==> config.mk <==
export PLATFORM = sky130hd
export DESIGN_NAME = misc_irq_ctl
export DESIGN_NICKNAME = d
export VERILOG_FILES = /design/src/rtl/misc_irq_pkg.sv /design/src/rtl/misc_cpu_lane.sv /design/src/rtl/misc_arb_track.sv /design/src/rtl/misc_rd_port.sv /design/src/rtl/misc_irq_ctl.sv
export SDC_FILE = /design/constraint.sdc
export NUM_CORES = 1
export LEC_CHECK = 0
export ABC_AREA = 1
export ABC_CLOCK_PERIOD_IN_PS = 1000
export CAP_MARGIN = 20
export CORE_UTILIZATION = 34
export CTS_BUF_LIST = sky130_fd_sc_hd__clkbuf_8
export DETAILED_ROUTE_END_ITERATION = 8
export PLACE_DENSITY = 0.79
export SLEW_MARGIN = 20
export SYNTH_ARGS = -nofsm -noshare
export SYNTH_HDL_FRONTEND = slang
export SYNTH_SLANG_ARGS = --single-unit
export TNS_END_PERCENT = 5
==> constraint.sdc <==
create_clock -name clk -period 1 [get_ports clk]
set_input_delay 0.2 -clock clk [delete_from_list [all_inputs] [get_ports clk]]
set_output_delay 0.2 -clock clk [all_outputs]
set_load 0.01 [all_outputs]
==> src/rtl/misc_irq_pkg.sv <==
package misc_irq_pkg;
    localparam int DATA_W   = 64;
    localparam int MAX_CPU  = 4;
    localparam int ID_W     = 2;
    localparam int ITI_LSB  = 4;
    localparam int IPI_LSB  = 8;
    localparam int REQ_LSB  = 12;
    localparam int WIN_LSB  = 16;
    localparam int WIN_W    = 4;
    localparam int WIPE_BIT = 20;
    localparam int TRK_LSB  = 21;
    localparam int TRK_W    = 3;
    localparam int USR_LSB  = 40;
    localparam int USR_W    = 4;

    typedef struct packed {
        logic [MAX_CPU-1:0] iti_clr;
        logic [MAX_CPU-1:0] ipi_clr;
        logic [MAX_CPU-1:0] ipi_req;
        logic               wipe;
        logic [WIN_W-1:0]   win_set;
        logic [TRK_W-1:0]   trk_set;
        logic [USR_W-1:0]   usr_val;
    } wr_cmd_t;

    function automatic logic [DATA_W-1:0] merge_id(input logic [DATA_W-1:0] img,
                                                   input logic [ID_W-1:0] id);
        return img | {{(DATA_W-ID_W){1'b0}}, id};
    endfunction
endpackage

==> src/rtl/misc_cpu_lane.sv <==
module misc_cpu_lane (
    input  logic clk,
    input  logic rst,
    input  logic wr_en,
    input  logic clr_iti,
    input  logic clr_ipi,
    input  logic req_ipi,
    input  logic tmr_set,
    output logic iti_q,
    output logic ipi_q
);
    logic iti_d;
    logic ipi_d;

    always_comb begin
        iti_d = iti_q;
        ipi_d = ipi_q;
        if (wr_en) begin
            if (clr_iti) iti_d = 1'b0;
            if (clr_ipi) ipi_d = 1'b0;
            if (req_ipi) ipi_d = 1'b1;
        end
        if (tmr_set) iti_d = 1'b1;
    end

    always_ff @(posedge clk) begin
        if (rst) begin
            iti_q <= 1'b0;
            ipi_q <= 1'b0;
        end else begin
            iti_q <= iti_d;
            ipi_q <= ipi_d;
        end
    end
endmodule

==> src/rtl/misc_arb_track.sv <==
module misc_arb_track
    import misc_irq_pkg::*;
(
    input  logic             clk,
    input  logic             rst,
    input  logic             wr_en,
    input  logic             wipe,
    input  logic [WIN_W-1:0] win_set,
    input  logic [TRK_W-1:0] trk_set,
    output logic [WIN_W-1:0] win_q,
    output logic [TRK_W-1:0] trk_q
);
    logic [WIN_W-1:0] win_d;
    logic [TRK_W-1:0] trk_d;
    logic             win_empty;

    assign win_empty = (win_q == '0);

    always_comb begin
        win_d = win_q;
        trk_d = trk_q;
        if (wr_en) begin
            if (wipe) begin
                win_d = '0;
                trk_d = '0;
            end else begin
                trk_d = trk_q | trk_set;
                if (win_empty) win_d = win_set;
            end
        end
    end

    always_ff @(posedge clk) begin
        if (rst) begin
            win_q <= '0;
            trk_q <= '0;
        end else begin
            win_q <= win_d;
            trk_q <= trk_d;
        end
    end
endmodule

==> src/rtl/misc_rd_port.sv <==
module misc_rd_port
    import misc_irq_pkg::*;
(
    input  logic              clk,
    input  logic              rst,
    input  logic              rd_en,
    input  logic [ID_W-1:0]   rd_id,
    input  logic [DATA_W-1:0] image,
    output logic [DATA_W-1:0] rd_data
);
    always_ff @(posedge clk) begin
        if (rst) rd_data <= '0;
        else if (rd_en) rd_data <= merge_id(image, rd_id);
    end
endmodule

==> src/rtl/misc_irq_ctl.sv <==
module misc_irq_ctl
    import misc_irq_pkg::*;
#(
    parameter int NUM_CPU = 4
) (
    input  logic               clk,
    input  logic               rst,
    input  logic               wr_en,
    input  logic [63:0]        wr_data,
    input  logic [NUM_CPU-1:0] tmr_set,
    input  logic               rd_en,
    input  logic [1:0]         rd_id,
    output logic [63:0]        rd_data,
    output logic [NUM_CPU-1:0] ipi_irq,
    output logic [NUM_CPU-1:0] iti_irq
);
    wr_cmd_t           cmd;
    logic [WIN_W-1:0]  arb_win;
    logic [TRK_W-1:0]  arb_trk;
    logic [USR_W-1:0]  usr_q;
    logic [DATA_W-1:0] image;
    logic              unused_wr;

    assign unused_wr = ^wr_data;

    always_comb begin
        cmd         = '0;
        cmd.iti_clr = wr_data[ITI_LSB +: MAX_CPU];
        cmd.ipi_clr = wr_data[IPI_LSB +: MAX_CPU];
        cmd.ipi_req = wr_data[REQ_LSB +: MAX_CPU];
        cmd.wipe    = wr_data[WIPE_BIT];
        cmd.win_set = wr_data[WIN_LSB +: WIN_W];
        cmd.trk_set = wr_data[TRK_LSB +: TRK_W];
        cmd.usr_val = wr_data[USR_LSB +: USR_W];
    end

    for (genvar i = 0; i < NUM_CPU; i++) begin : g_lane
        misc_cpu_lane u_lane (
            .clk     (clk),
            .rst     (rst),
            .wr_en   (wr_en),
            .clr_iti (cmd.iti_clr[i]),
            .clr_ipi (cmd.ipi_clr[i]),
            .req_ipi (cmd.ipi_req[i]),
            .tmr_set (tmr_set[i]),
            .iti_q   (iti_irq[i]),
            .ipi_q   (ipi_irq[i])
        );
    end

    misc_arb_track u_arb (
        .clk     (clk),
        .rst     (rst),
        .wr_en   (wr_en),
        .wipe    (cmd.wipe),
        .win_set (cmd.win_set),
        .trk_set (cmd.trk_set),
        .win_q   (arb_win),
        .trk_q   (arb_trk)
    );

    always_ff @(posedge clk) begin
        if (rst) usr_q <= '0;
        else if (wr_en) usr_q <= cmd.usr_val;
    end

    always_comb begin
        image = '0;
        image[ITI_LSB +: NUM_CPU] = iti_irq;
        image[IPI_LSB +: NUM_CPU] = ipi_irq;
        image[WIN_LSB +: WIN_W]   = arb_win;
        image[TRK_LSB +: TRK_W]   = arb_trk;
        image[USR_LSB +: USR_W]   = usr_q;
    end

    misc_rd_port u_rd (
        .clk     (clk),
        .rst     (rst),
        .rd_en   (rd_en),
        .rd_id   (rd_id),
        .image   (image),
        .rd_data (rd_data)
    );
endmodule

==> summary.md <==
| Metric | Value |
|---|---|
| Top Family by Delay on Critical Path | buffers and inverters |
| Die Area | 0.00572 mm^2 |
| Inserted Clock Buffers | 5 |
| Cell chain of the critical path | clkdlybuf4s50_1, inv_2, nor2_1, nor2_1 |
| Power per unit of standard cell area | 1460 mW/mm^2 |
| Run status | completed |
| Site row count | 26 |
| Maximum number of pins on one net before global-route repair | 26 |
| Required time of the critical path | 1.22 ns |
| CP bufs+invs | 2 |
| Highest fanout seen on the critical path | 19 |
| ANT nets after route | 0 |
| Total power of the final layout | 3.45 mW |
| Setup bufs post-CTS | 0 |
| Max Slew Vio Count | 0 |
| Achievable Freq | 1050 MHz |
| Share of total power in sequential cells | 50.8% |
| Hold Crit Class | input pin to flop |
| Worst IR Drop VDD | 0.000763 V |
| Endpoint arrival time on the critical path | 1.17 ns |
| Hold Worst Slack | 0.345 ns |
| Area growth from synthesis to final layout | 28.0% |
| Vias in the first global route | between 1,000 and 1,500 |
| Starting density of the core | 35.6% |
| Final core utilization | between 40% and 50% |
| Count of nets after finishing | 380 |
| 1st-iter DRT viols | between 50 and 60 |
| Later-pin clock latency in the skew report | approximately 0.28 ns |
| Most frequent cells in the layout | 57 x sky130_fd_sc_hd__nor2_1, 43 x sky130_fd_sc_hd__conb_1, 31 x sky130_fd_sc_hd__clkdlybuf4s50_1, 29 x sky130_fd_sc_hd__buf_2, 26 x sky130_fd_sc_hd__nand2_1 |
| Worst reg2reg path startpoint | u_arb.win_q[1]$_SDFFE_PP0P_ |
| Highest cell delay on the worst timing path | 0.45 ns |
| Number of warnings issued by yosys | 0 |
| Type of element capturing the critical path | flop |
| Initial antenna violation count | 0 |
| Combinational power share | 17.7% |
| Avg Vias per Cell | approximately 4.0 |
| Switching Share | a little over a quarter |
| Proportion of synthesized chip area in sequential cells | 43.4% |
| Die Y | between 70 and 80 um |
| WL/cell | 10.5 um |
| Critical hold path startpoint | rst |
| Cell repeated most along the worst path | sky130_fd_sc_hd__nor2_1 |
| Final Cycle Share | 95.7% |
| Width of the chip | roughly 76 um |
| Clock slew at the register clock pins of the worst setup and hold paths | approximately 0.080 ns |
| Most frequent standard cell in the layout excluding fill and tap cells | sky130_fd_sc_hd__nor2_1 |
| Area of the core region | 0.00517 mm^2 |
| Worst clock skew on the final layout | 0.00570 ns |
| Final number of setup-violating endpoints | 0 |
| Relative contribution of the clock network to total power | 31.6% |
| Routability cong. | roughly 0.7 |
| Cell area after synthesis | between 0.0015 and 0.002 mm^2 |
| Period minus WS final | 0.957 ns |
| Number of antenna diodes | 0 |
| Worst setup path category | input pin to flop |
| Int Power | approximately 2.5 mW |
| Vias post-DR | 1,516 |
| Ratio of cells with drive above 1 in the final layout | 24.1% |
| Static Leak | 1.19 nW |
| Cells after synthesis | 239 |
| Detailed-route wire length | slightly below 4000 um |
| Max-Cap Viols | 0 |
| P_sw | 915 uW |
| Final HPWL from detailed placement | 3040 um |
| Distinct cell type count after synthesis | 16 |
| RSZ-0062 raised after global routing | yes |
| Sort of element at the start of the critical path | input pin |
| Average footprint of a synthesized cell | 7.71 um^2 |
| Clock tree from TritonCTS | done |
| Number of hold violations in the final report | 0 |
| Number of buffers on the longest clock path | 2 |
| All-layer global routing usage | roughly 14% |
| Total clock sinks | 40 |
| #FFs+latches synth | 40 |
| Reg2Reg Setup Slack | around 0.15 ns |
| Root Buffer | sky130_fd_sc_hd__clkbuf_8 |
| Count of boundary I/O pins | ~150 |
| Slowest stage cell on the critical path | sky130_fd_sc_hd__clkdlybuf4s50_1 |
| Post-route DRC violation count | 0 |
| Level count of the clock H-tree | 2 |
| Source of the critical timing path | rd_en |
| Leftover overflow at the end of global routing | 0 |
| Global-route wire length before repair | 6080 um |
| TritonRoute pass-1 iters | 4 |
| Count of input and output buffers | 62 |
==> final cells by class <==
class | count | area [um^2]
multi-input cells | 171 | 704
inverters | 11 | 43.8
clock buffers | 6 | 82.6
well taps | 70 | 87.6
flip-flops and latches | 40 | 822
repair buffers | 77 | 609
fillers | 533 | 2810
clock inverters | 2 | 10.0
==> synth_stat cells <==
library cell | instances | share of area [%]
sky130_fd_sc_hd__dfxtp_1 | 40 | 43
sky130_fd_sc_hd__nand2_1 | 26 | 5.3
sky130_fd_sc_hd__clkbuf_8 | 1 | 0.75
sky130_fd_sc_hd__inv_2 | 2 | 0.41
sky130_fd_sc_hd__inv_1 | 9 | 1.8
sky130_fd_sc_hd__buf_4 | 55 | 22
sky130_fd_sc_hd__clkbuf_2 | 1 | 0.27
sky130_fd_sc_hd__nor2_2 | 2 | 0.68
sky130_fd_sc_hd__o21ai_1 | 4 | 1.1
sky130_fd_sc_hd__nor2_1 | 57 | 12
sky130_fd_sc_hd__buf_6 | 2 | 1.2
sky130_fd_sc_hd__conb_1 | 1 | 0.20
sky130_fd_sc_hd__nand3_1 | 4 | 1.1
sky130_fd_sc_hd__o21ai_0 | 21 | 5.7
sky130_fd_sc_hd__a21oi_1 | 13 | 3.5
sky130_fd_sc_hd__a21oi_2 | 1 | 0.48
==> logic make-up after synthesis <==
kind of cell,count (synthesis),synth area share (%)
and+or+nand+nor,89,18.7
buffers and inverters,70,26.9
DFF,40,43.4
AOI/OAI and AO/OA,39,10.8
other,1,0.203
==> final timing paths <==
kind	end	cells after the start
hold reg to reg	u_arb.win_q[2]$_SDFFE_PP0P_	2
setup reg to reg	u_arb.win_q[3]$_SDFFE_PP0P_	5
hold / removal	u_arb.win_q[1]$_SDFFE_PP0P_	4
setup / recovery	u_rd.rd_data[43]$_SDFFE_PP0P_	4
==> worst reg2reg max path, cell delays in order, from the launching register on <==
cell and delay, ns:
sky130_fd_sc_hd__dfxtp_1 0.32, sky130_fd_sc_hd__inv_1 0.07, sky130_fd_sc_hd__nand2_1 0.07, sky130_fd_sc_hd__nor2_2 0.19
sky130_fd_sc_hd__nand3_1 0.10, sky130_fd_sc_hd__nand2_1 0.06
==> sequential cells by signal, summed over array words and instances (netlist names) <==
| name | cells |
|---|---|
| u_rd.rd_data | 21 |
| u_arb.win_q | 4 |
| u_arb.trk_q | 3 |
| usr_q | 4 |
| g_lane.u_lane.ipi_q | 4 |
| g_lane.u_lane.iti_q | 4 |
==> power by group through the flow <==
stage / sequential, mW / clock [mW] / combinational (mW)
finish: 1.75 / 1.09 / 0.610
CTS: 1.75 / 1.13 / 0.614
detailed placement: 1.78 / 0 / 0.679
global placement: 1.78 / 0 / 0.662
global route: 1.76 / 1.19 / 0.685
floorplan: 1.80 / 0 / 0.438
==> what timing repair did <==
| item | in CTS | in global routing |
|---|---|---|
| resized for setup | 131 | 6 |
| endpoints found under the setup margin | 42 | 26 |
| hold buffers | 0 | 0 |
==> routing by layer <==
metal	up-vias	wire (um)	track usage (%)
met1	659	1670	16.4
met5	-	0	0
met4	0	46	4.32
met2	69	1990	25.1
li1	782	-	-
met3	6	268	5.03
==> through the flow <==
stage	instance area [um^2]	instances	setup WS, ns	TNS [ns]
2_1_floorplan	2000	281	0.279	0
3_3_place_gp	2380	369	-0.285	-11.38
3_5_place_dp	2380	369	-0.351	-13.08
4_1_cts	2350	377	-0.0526	-0.151
5_1_grt	2360	377	-0.0285	-0.0285
6_report	2360	377	0.0431	0
Note: power is estimated with default switching activity, not from simulation.
